===== src/rtl/swo_pkg.sv =====
package swo_pkg;

    typedef enum logic [1:0] {
        SW_START  = 2'd0,
        SW_MAIN   = 2'd1,
        SW_BACKUP = 2'd2
    } sw_mode_e;

    typedef struct packed {
        sw_mode_e mode;
        logic     sel;
        logic     hold;
    } sw_state_t;

endpackage


===== src/rtl/swo_compare.sv =====
module swo_compare #(
    parameter int unsigned W       = 12,
    parameter int unsigned HYST_MV = 20
) (
    input  logic [W-1:0] main_mv,
    input  logic [W-1:0] batt_mv,
    input  logic [W-1:0] thresh_mv,
    output logic         below_th,
    output logic         batt_lead,
    output logic         main_lead
);
    localparam int unsigned EW = W + 1;
    localparam logic [EW-1:0] HYST_E = EW'(HYST_MV);

    logic [EW-1:0] main_e;
    logic [EW-1:0] batt_e;
    logic [EW-1:0] main_plus;
    logic [EW-1:0] batt_plus;
    logic          batt_absent;

    always_comb begin
        main_e      = {1'b0, main_mv};
        batt_e      = {1'b0, batt_mv};
        main_plus   = main_e + HYST_E;
        batt_plus   = batt_e + HYST_E;
        batt_absent = (batt_mv == '0);
        below_th    = (main_mv < thresh_mv);
        batt_lead   = !batt_absent && (batt_e >= main_plus);
        main_lead   = (main_e >= batt_plus);
    end

endmodule


===== src/rtl/swo_fsm.sv =====
module swo_fsm
    import swo_pkg::*;
(
    input  logic clk,
    input  logic rst_n,
    input  logic below_th,
    input  logic batt_lead,
    input  logic main_lead,
    output logic sel_q_o,
    output logic hold_q_o
);
    sw_state_t st_d, st_q;

    always_comb begin
        st_d = st_q;
        case (st_q.mode)
            SW_START:  if (!below_th)             st_d.mode = SW_MAIN;
            SW_MAIN:   if (below_th && batt_lead) st_d.mode = SW_BACKUP;
            SW_BACKUP: if (!below_th || main_lead) st_d.mode = SW_MAIN;
            default:                              st_d.mode = SW_START;
        endcase
        st_d.sel  = (st_d.mode == SW_BACKUP);
        st_d.hold = (st_d.mode != SW_MAIN);
    end

    always_ff @(posedge clk or negedge rst_n) begin
        if (!rst_n) begin
            st_q.mode <= SW_START;
            st_q.sel  <= 1'b0;
            st_q.hold <= 1'b1;
        end else begin
            st_q <= st_d;
        end
    end

    assign sel_q_o  = st_q.sel;
    assign hold_q_o = st_q.hold;

    // start-up never hands the rail straight to the battery
    a_r2_no_battery_start: assert property (@(posedge clk) disable iff (!rst_n)
        (st_q.mode == SW_START) |=> (st_q.mode != SW_BACKUP));

endmodule


===== src/rtl/supply_switchover.sv =====
module supply_switchover #(
    parameter int unsigned W       = 12,
    parameter int unsigned HYST_MV = 20
) (
    input  logic         clk,
    input  logic         rst_n,
    input  logic [W-1:0] main_mv,
    input  logic [W-1:0] batt_mv,
    input  logic [W-1:0] thresh_mv,
    output logic         batt_sel,
    output logic         batt_on,
    output logic         inputs_ignored,
    output logic         hold_reset
);
    logic below_th;
    logic batt_lead;
    logic main_lead;
    logic sel_q;
    logic hold_q;

    swo_compare #(.W(W), .HYST_MV(HYST_MV)) u_cmp (
        .main_mv   (main_mv),
        .batt_mv   (batt_mv),
        .thresh_mv (thresh_mv),
        .below_th  (below_th),
        .batt_lead (batt_lead),
        .main_lead (main_lead)
    );

    swo_fsm u_fsm (
        .clk       (clk),
        .rst_n     (rst_n),
        .below_th  (below_th),
        .batt_lead (batt_lead),
        .main_lead (main_lead),
        .sel_q_o   (sel_q),
        .hold_q_o  (hold_q)
    );

    assign batt_sel       = sel_q;
    assign batt_on        = sel_q;
    assign inputs_ignored = sel_q;
    assign hold_reset     = hold_q;

    // a rise of the select is backed by both entry conditions
    a_r3_entry_cause: assert property (@(posedge clk) disable iff (!rst_n)
        $rose(batt_sel) |-> $past(below_th && batt_lead));

    // never enter while the main supply is at or above the threshold
    a_r4_no_entry_above: assert property (@(posedge clk) disable iff (!rst_n)
        (!batt_sel && main_mv >= thresh_mv) |=> !batt_sel);

    // a clear main-supply lead forces an exit
    a_r5_exit_on_lead: assert property (@(posedge clk) disable iff (!rst_n)
        (batt_sel && ({1'b0, main_mv} >= {1'b0, batt_mv} + (W+1)'(HYST_MV))) |=> !batt_sel);

    // indicator tracks the select
    a_r7_indicator: assert property (@(posedge clk) disable iff (!rst_n)
        batt_on == batt_sel);

    // backup mode blocks user inputs and holds reset
    a_r8_backup_flags: assert property (@(posedge clk) disable iff (!rst_n)
        batt_sel |-> (inputs_ignored && hold_reset));

    // a zero battery never allows entry
    a_r9_zero_battery: assert property (@(posedge clk) disable iff (!rst_n)
        (!batt_sel && batt_mv == '0) |=> !batt_sel);

endmodule


===== config.mk =====
export PLATFORM = sky130hd
export DESIGN_NAME = supply_switchover
export DESIGN_NICKNAME = d
export VERILOG_FILES = /design/src/rtl/swo_pkg.sv /design/src/rtl/swo_compare.sv /design/src/rtl/swo_fsm.sv /design/src/rtl/supply_switchover.sv
export SDC_FILE = /design/constraint.sdc
export NUM_CORES = 1
export LEC_CHECK = 0
export BUFFER_PORTS_ARGS = -buffer_cell sky130_fd_sc_hd__buf_4
export CORE_UTILIZATION = 40
export DETAILED_ROUTE_END_ITERATION = 10
export PLACE_DENSITY = 0.68
export REMOVE_ABC_BUFFERS = 1
export SYNTH_ARGS = -nofsm -noshare
export SYNTH_HDL_FRONTEND = slang
export SYNTH_SLANG_ARGS = --single-unit

===== constraint.sdc =====
create_clock -name clk -period 2.8 [get_ports clk]
set_clock_uncertainty 0.05 [all_clocks]
set_input_delay 0.56 -clock clk [delete_from_list [all_inputs] [get_ports clk]]
set_output_delay 0.56 -clock clk [all_outputs]
set_load 0.02 [all_outputs]

==> results.json, run 1 <==
{
  "crit_type": "in -> reg",
  "power.density_mw_per_mm2": 313,
  "ant_nets": 0,
  "peakVddDrop_uv": 142,
  "cts_max_level": 1,
  "clkTransAtPathRegs_ns": 0.04,
  "critPathBufInv": 1,
  "tns_ns": 0,
  "fin_crit_ns": 2.67,
  "async_flop_share_pct": 100,
  "num_vias": 1438,
  "chipWidth_um": 60.0,
  "place_congestion": 0.872,
  "grt_setup_unrepaired": "no",
  "final_cell_mix": "buf_4 (51), ha_1 (37), inv_1 (22)",
  "core_mm2": 0.00313,
  "slew_headroom_pct": 77.7,
  "synthCells": 172,
  "drtIter0Drc": 27,
  "die_height_um": 60.0,
  "setup_viol": 0,
  "first_global_vias": 1396,
  "synth_edf_count": 0,
  "fin_nets": 301,
  "hpwl_um": 3180,
  "p_leak_nw": 0.917,
  "worst_pin_slew_ns": 0.332,
  "post-route-period-util_pct": 95.3,
  "required_ns": 2.88,
  "drive_gt1_share_pct": 28.4,
  "cts_sinks": 4,
  "hold_slack_ns": 0.0511,
  "wire_per_inst_um": 13.4,
  "globalRouteOverflowTotal": 0,
  "cp-start-kind": "primary input",
  "power_frac_clock_pct": 14.4,
  "grt.total_usage_pct": 22.6,
  "cp_top_family": "compound AO/OA/AOI/OAI gates",
  "critPathArrivalTime_ns": 2.74,
  "row_count": 20,
  "final_cells": 269,
  "drtPass1Iterations": 4,
  "final_util_pct": 57.9,
  "area_growth_syn_to_layout_pct": 34.6,
  "antenna_found_initial": 0,
  "status": "finished clean",
  "crit_slowest_cell": "a2111oi_4",
  "clockRootBuffer": "clkbuf_4",
  "worstReg2RegStart": "u_fsm.st_q[3]$_DFF_PN0_",
  "synth_ff_type": "dfrtp_1",
  "p_sw_mw": 0.242,
  "clockBufferDepth": 2,
  "critPathMaxStageDelay_ns": 0.32,
  "yosysUniqueCellTypes": 38,
  "path_cells": "buf_4 > ha_1 > o2111ai_2 > nor2_1 > xnor2_1 > ha_1 > a21oi_2 > o21ai_2 > a2111oi_4 > a211oi_1 > and3_1 > a211o_1",
  "grt_max_degree": 9,
  "yosysSeqAreaShare_pct": 7.53,
  "crit_start": "batt_mv[2]",
  "hold_violations": 0,
  "final_common_cell": "buf_4",
  "via_per_inst": 5.35,
  "max_clock_freq_mhz": 375,
  "drv_cap": 0,
  "clkLatencyLatePin_ns": 0.25,
  "crit_path_frequent_cell": "ha_1",
  "num_antenna_cells": 0,
  "critPathMaxFanout": 2,
  "power_frac_comb_pct": 67.4,
  "hold_class": "in -> async",
  "hold_buffers": 0,
  "p_seq_share_pct": 18.2,
  "grt_pass1_wl_um": 6050,
  "syn_area_mm2": 0.00135,
  "drc": 0,
  "wl_um": 3600,
  "initial_core_util_pct": 43.0,
  "p_sw_share_pct": 42.8,
  "io_buffers": 41,
  "total_power_mw": 0.566,
  "yosysWarningCount": 0,
  "p_int_mw": 0.324,
  "ios": 42,
  "ys_seq_elements": 4,
  "cts_buffers": 3,
  "synth.avg_cell_area_um2": 7.82,
  "die_area_mm2": 0.00360,
  "cts_tree": "yes",
  "end_kind": "flop",
  "dp_cells": 265,
  "slew_viol_final": 0
}
-- power groups by stage --
stage	sequential [mW]	combinational, mW	clock, mW
3_5_place_dp	0.103	0.376	0
6_report	0.103	0.382	0.0813
4_1_cts	0.102	0.377	0.0847
5_1_grt	0.105	0.427	0.0901
3_3_place_gp	0.102	0.358	0
2_1_floorplan	0.129	0.191	0
-- stage by stage --
| step | cell area, µm² | setup slack (ns) |
|---|---|---|
| finish | 1810 | 0.132 |
| global route | 1810 | 0.0187 |
| CTS | 1790 | 0.101 |
| detailed placement | 1770 | -0.165 |
| global placement | 1770 | -0.0600 |
| floorplan | 1330 | 0.0196 |
-- registers in the layout, summed over array words and instances, names as in the netlist --
| name | flops |
|---|---|
| u_fsm.st_q | 2 |
| u_fsm.sel_q_o | 1 |
| u_fsm.hold_q_o | 1 |
-- area by class of cell --
cell class / instances / area, µm²
repair buffers: 51 / 383
clock buffers: 4 / 26.3
well taps: 44 / 55.1
flip-flops and latches: 4 / 101
fillers: 312 / 1320
multi-input cells: 144 / 1160
inverters: 22 / 82.6
-- final timing paths --
check,endpoint,slack (ns),depth (start not counted)
min,u_fsm.st_q[2]$_DFF_PN0_,0.05,1
max,u_fsm.st_q[2]$_DFF_PN0_,0.13,12
min in group clk,u_fsm.st_q[3]$_DFF_PN0_,0.52,1
min reg2reg,u_fsm.st_q[3]$_DFF_PN0_,0.52,1
max in group asynchronous,u_fsm.hold_q_o$_DFF_PN1_,2.45,1
max reg2reg,u_fsm.st_q[2]$_DFF_PN0_,1.05,6
-- cell families (layout without fill, tap and decap cells) --
logic type	count (synthesis)	after routing	synth area share, %
AND/OR/NAND/NOR	50	50	18.2
AO/OA/AOI/OAI	41	41	22.1
adder cells (fa/ha/maj)	37	37	34.4
buffers and inverters	24	77	7.26
XOR/XNOR	16	16	10.4
flip-flops	4	4	7.54
-- Yosys cell counts, types with 2 or more instances --
master | number | share of area [%]
nand3_1 | 6 | 2.2
xnor2_1 | 7 | 4.6
nor3_1 | 3 | 1.1
ha_1 | 37 | 34
a211oi_1 | 2 | 1.1
inv_1 | 22 | 6.1
buf_4 | 2 | 1.1
nand4_1 | 4 | 1.9
a21oi_1 | 9 | 3.3
nor3b_1 | 2 | 1.1
o2111ai_1 | 2 | 1.3
nor2_1 | 12 | 3.3
o32ai_1 | 2 | 1.3
o21ai_0 | 9 | 3.3
o21ai_1 | 3 | 1.1
nand2_1 | 14 | 3.9
nor4_1 | 4 | 1.9
a21o_1 | 2 | 1.1
xor2_1 | 9 | 5.9
dfrtp_1 | 3 | 5.6
-- metal layers --
layer,vias to the layer above,GRT usage (%),wire length (µm)
li1,733,-,-
met1,655,28.3,1670
met2,46,40.6,1700
met3,4,3.68,195
met4,0,3.65,27
met5,-,0,0
-- what timing repair did --
| item | 4_1_cts | 5_1_grt |
|---|---|---|
| setup endpoints to repair | 0 | 4 |
| endpoints found under the hold margin | 0 | 0 |
| setup buffers | 0 | 0 |
| gates resized for setup | 0 | 4 |
Note: power is estimated with default switching activity, not from simulation.
==> inputs of run 2 (changes only) <==
ABC_AREA = 1   (was unset)
PLACE_DENSITY = 0.67   (was 0.68)
==> results.json, run 2 <==
{
  "top_register": "u_fsm.st_q",
  "cts_max_level": 1,
  "ant_nets": 0,
  "synth.avg_cell_area_um2": 6.11,
  "final_common_cell": "nand2_1",
  "nFillCells": 386,
  "grt_pass1_wl_um": 5740,
  "multi_input_area_mm2": 0.00121,
  "die_area_mm2": 0.00407,
  "max_clock_freq_mhz": 413,
  "drive_gt1_share_pct": 19.1,
  "clkLatencyLatePin_ns": 0.22,
  "post_cts_resized": 0,
  "p_seq_share_pct": 16.6,
  "fin_crit_ns": 2.42,
  "drtIter0Drc": 31,
  "tns_ns": 0,
  "hold_violations": 0,
  "num_vias": 1581,
  "initial_core_util_pct": 41.7,
  "power.density_mw_per_mm2": 306,
  "chipWidth_um": 63.8,
  "p_leak_nw": 1.18,
  "cts_tree": "yes",
  "core_mm2": 0.00366,
  "first_global_vias": 1453,
  "synth_ff_type": "dfrtp_1",
  "worst_pin_slew_ns": 0.397,
  "post-route-period-util_pct": 86.4,
  "drtPass1Iterations": 4,
  "clockRootBuffer": "clkbuf_8",
  "largest_reg_flops": 2,
  "hold_buffers": 0,
  "ys_top_cells_by_area": "ha_1 (30%), nand2_1 (15%), inv_1 (13%)",
  "globalRouteOverflowTotal": 0,
  "yosysSeqAreaShare_pct": 6.63,
  "grt.total_usage_pct": 17.5,
  "setup_viol": 0,
  "power_frac_clock_pct": 22.1,
  "reg2reg_depth": 3,
  "slew_headroom_pct": 73.3,
  "grt_setup_unrepaired": "no",
  "synthCells": 250,
  "io_buffers": 41,
  "num_antenna_cells": 0,
  "critPathMaxFanout": 3,
  "cts_buffers": 3,
  "cts_sinks": 4,
  "final_util_pct": 52.6,
  "final_cell_mix": "nand2_1 (63), inv_1 (51), buf_4 (41)",
  "seqCellArea_um2": 101,
  "yosysUniqueCellTypes": 24,
  "end_kind": "flop",
  "wire_per_inst_um": 9.48,
  "row_count": 22,
  "clkTransAtPathRegs_ns": 0.04,
  "peakVddDrop_uv": 116,
  "crit_type": "in -> reg",
  "drv_cap": 0,
  "cp-start-kind": "primary input",
  "synth_most_common_cell": "nand2_1",
  "p_sw_share_pct": 41.9,
  "syn_area_mm2": 0.00153,
  "antenna_found_initial": 0,
  "hold_class": "in -> async",
  "r2r_slack_ns": 1.92,
  "async_flop_share_pct": 100,
  "status": "finished clean",
  "worstReg2RegStart": "u_fsm.st_q[2]$_DFF_PN0_",
  "die_height_um": 63.8,
  "ios": 42,
  "drc": 0,
  "grt_max_degree": 7,
  "yosys.area.top_type": "ha_1",
  "fin_nets": 369,
  "clockBufferDepth": 2,
  "hpwl_um": 2970,
  "p_int_mw": 0.342,
  "p_sw_mw": 0.247,
  "critPathArrivalTime_ns": 2.52,
  "rr_endpoint": "u_fsm.st_q[3]$_DFF_PN0_",
  "required_ns": 2.90,
  "area_growth_syn_to_layout_pct": 26.0,
  "wl_um": 3230,
  "ys_seq_elements": 4,
  "via_per_inst": 4.64,
  "synth_top_area_share_pct": 30.3,
  "slew_viol_final": 0,
  "synth_edf_count": 0,
  "yosysWarningCount": 0,
  "post_cts_buffers": 0,
  "place_congestion": 0.841,
  "ys_top_cells_by_count": "nand2_1 (63), inv_1 (51), ha_1 (37), nor2_1 (26), nand3_1 (16)",
  "power_frac_comb_pct": 61.3
}
-- run 2: through the flow --
| stage | hold slack, ns | power (mW) | cell area, µm² | cells | setup slack (ns) |
|---|---|---|---|---|---|
| after CTS | 0.0685 | 0.598 | 1930 | 341 | 0.377 |
| after global routing | 0.0642 | 0.659 | 1930 | 341 | 0.173 |
| after detailed placement | 0.307 | 0.462 | 1880 | 337 | 0.156 |
| after global placement | 0.306 | 0.456 | 1880 | 337 | 0.210 |
| after floorplan | 0.214 | 0.328 | 1510 | 248 | 0.439 |
| final | 0.0730 | 0.589 | 1930 | 341 | 0.380 |
-- run 2: logic make-up (layout without fill, tap and decap cells) --
family | after synthesis | after routing | share of synthesized area (%)
xor gates and xnor gates | 15 | 15 | 8.60
and+or+nand+nor | 120 | 120 | 33.5
AOI/OAI and AO/OA | 19 | 19 | 6.96
DFF | 4 | 4 | 6.63
adders and majority gates | 37 | 37 | 30.3
buffers and inverters | 55 | 98 | 14.0
-- run 2: layout make-up --
class	instances	area share, %
sequential	4	5.26
inverter	53	10.3
multi-input combinational	191	63.0
timing repair buffer	41	16.0
clock buffer	4	2.34
tap	48	3.12
-- run 2: worst max-delay path by stage --
| stage | to | start | cells after the start |
|---|---|---|---|
| global placement | u_fsm.st_q[2]$_DFF_PN0_ | batt_mv[2] | 13 |
| finish | u_fsm.hold_q_o$_DFF_PN1_ | batt_mv[2] | 14 |
| detailed placement | u_fsm.st_q[2]$_DFF_PN0_ | batt_mv[2] | 13 |
| floorplan | u_fsm.st_q[2]$_DFF_PN0_ | batt_mv[2] | 12 |
| CTS | u_fsm.hold_q_o$_DFF_PN1_ | batt_mv[2] | 14 |
| global route | u_fsm.st_q[2]$_DFF_PN0_ | main_mv[2] | 16 |
-- run 2: power groups by stage --
stage | registers [mW] | clock network [mW] | logic (mW)
4_1_cts | 0.0983 | 0.135 | 0.365
6_report | 0.0975 | 0.130 | 0.361
3_5_place_dp | 0.0990 | 0 | 0.363
3_3_place_gp | 0.0982 | 0 | 0.358
2_1_floorplan | 0.122 | 0 | 0.207
5_1_grt | 0.101 | 0.143 | 0.415
-- run 2: layer usage --
| metal | global-route usage [%] | share of wire, % |
|---|---|---|
| met5 | 0 | 0 |
| met4 | 4.26 | 0.93 |
| met1 | 21.9 | 50 |
| met2 | 31.9 | 46 |
| met3 | 1.25 | 3.0 |
-- run 2: critical path: stages --
cell and delay, ns:
buf_4 0.12, ha_1 0.23, o21ai_0 0.35, nor3_1 0.10, xor2_1 0.16, ha_1 0.29
a21o_1 0.17, a21oi_2 0.13, nor2_2 0.06, nor2_4 0.11, nand2_2 0.05, nand2_2 0.06
nand2_1 0.05, nor2_1 0.08
==> inputs of run 3 (changes only) <==
CELL_PAD_IN_SITES_DETAIL_PLACEMENT = 1   (was unset)
CELL_PAD_IN_SITES_GLOBAL_PLACEMENT = 1   (was unset)
CORE_UTILIZATION = 39   (was 40)
PLACE_DENSITY = 0.9   (was 0.67)
==> results.json, run 3 (synthesis results as in run 2) <==
{
  "io_buffers": 41,
  "critPathMaxFanout": 3,
  "num_vias": 1656,
  "top_register": "u_fsm.st_q",
  "fin_nets": 369,
  "drive_gt1_share_pct": 19.1,
  "end_kind": "flop",
  "drtPass1Iterations": 4,
  "post_cts_resized": 0,
  "setup_viol": 0,
  "final_cells": 341,
  "grt_pass1_wl_um": 6780,
  "drc": 0,
  "cts_tree": "yes",
  "total_power_mw": 0.604,
  "worst_pin_slew_ns": 0.387,
  "final_cell_mix": "nand2_1 (63), inv_1 (51), buf_4 (41)",
  "post_cts_buffers": 0,
  "max_clock_freq_mhz": 398,
  "hold_violations": 0,
  "place_congestion": 0.804,
  "required_ns": 2.85,
  "globalRouteOverflowTotal": 0,
  "ios": 42,
  "grt_max_degree": 7,
  "path_cells": "buf_4 > ha_1 > o21ai_0 > nor2_1 > xor2_1 > ha_1 > nand2_1 > nor2_1 > nand3_1 > nand2_1 > nor2_1 > nand2_1 > nand2_1 > nand3_1 > o21ai_1",
  "grt.total_usage_pct": 20.5,
  "dp_cells": 337,
  "hold_class": "in -> async",
  "slew_headroom_pct": 73.9,
  "clkLatencyLatePin_ns": 0.22,
  "slew_viol_final": 0,
  "largest_reg_flops": 2,
  "status": "finished clean",
  "nFillCells": 539,
  "cts_max_level": 1,
  "first_global_vias": 1681,
  "row_count": 22,
  "critPathMaxStageDelay_ns": 0.34,
  "hold_slack_ns": 0.0814,
  "antenna_found_initial": 0,
  "p_leak_nw": 1.18,
  "cts_buffers": 3,
  "via_per_inst": 4.86,
  "power.density_mw_per_mm2": 314,
  "chipWidth_um": 64.6,
  "fin_crit_ns": 2.51,
  "hold_buffers": 0,
  "peakVddDrop_uv": 109,
  "post-route-period-util_pct": 89.7,
  "cp-start-kind": "primary input",
  "cts_sinks": 4,
  "drtIter0Drc": 79,
  "crit_type": "in -> reg",
  "clkTransAtPathRegs_ns": 0.04,
  "die_height_um": 64.6,
  "place_ws_ns": 0.100,
  "num_antenna_cells": 0,
  "crit_path_frequent_cell": "nand2_1",
  "clockBufferDepth": 2,
  "area_growth_syn_to_layout_pct": 26.0,
  "drv_cap": 0,
  "worst_slack_ns": 0.288,
  "clockRootBuffer": "clkbuf_8",
  "critPathArrivalTime_ns": 2.56,
  "wire_per_inst_um": 12.1,
  "tns_ns": 0,
  "final_common_cell": "nand2_1",
  "wl_um": 4120,
  "die_area_mm2": 0.00417,
  "crit_slowest_cell": "o21ai_0",
  "ant_nets": 0,
  "hpwl_um": 3830,
  "initial_core_util_pct": 41.1,
  "core_mm2": 0.00372,
  "grt_setup_unrepaired": "no"
}
[run 3: cell counts in the layout (fill, tap and decap cells not counted)]
Identical to the previous run, type by type.
[run 3: area by class of cell]
cell class | count | area [µm²] | area share (%)
tap | 48 | 60.1 | 3.12
timing repair buffer | 41 | 308 | 16.0
multi-input combinational | 191 | 1210 | 63.0
inverter | 53 | 199 | 10.3
sequential | 4 | 101 | 5.26
clock buffer | 4 | 45.0 | 2.34
[run 3: final timing paths]
check | from | to | slack (ns) | depth (start not counted)
worst max-delay path | batt_mv[2] | u_fsm.st_q[3]$_DFF_PN0_ | 0.29 | 15
max in group asynchronous | rst_n | u_fsm.hold_q_o$_DFF_PN1_ | 2.42 | 1
worst min register to register | u_fsm.st_q[3]$_DFF_PN0_ | u_fsm.st_q[2]$_DFF_PN0_ | 0.56 | 3
min in group clk | u_fsm.st_q[3]$_DFF_PN0_ | u_fsm.st_q[2]$_DFF_PN0_ | 0.56 | 3
worst min-delay path | rst_n | u_fsm.st_q[3]$_DFF_PN0_ | 0.08 | 1
worst max register to register | u_fsm.st_q[2]$_DFF_PN0_ | u_fsm.st_q[3]$_DFF_PN0_ | 1.81 | 3
[run 3: metrics by stage]
step / utilization, % / instance area (µm²)
after floorplan: - / 1510
after global placement: 50.6 / 1880
after detailed placement: 50.6 / 1880
after CTS: 51.8 / 1930
after global routing: 51.8 / 1930
final: 51.8 / 1930
[run 3: layer usage]
| metal | vias to the layer above | GRT usage (%) | wire [µm] |
|---|---|---|---|
| met2 | 29 | 40.9 | 2110 |
| met5 | - | 0 | 0 |
| met3 | 2 | 1.94 | 134 |
| met4 | 0 | 1.94 | 10 |
| li1 | 866 | - | - |
| met1 | 759 | 23.8 | 1860 |
[run 3: worst max-delay path, delay by kind of cell]
family,cells,cell delay (ns)
AOI/OAI and AO/OA,2,0.42
adders and majority gates,2,0.51
xor gates and xnor gates,1,0.16
buffers and inverters,1,0.12
and+or+nand+nor,9,0.78
[run 3: report_power, final]
part           leakage (nW)  internal (mW)  switching, mW
clock network        0.0228         0.0973         0.0305
registers            0.0493         0.0859         0.0139
logic                  1.11          0.160          0.217
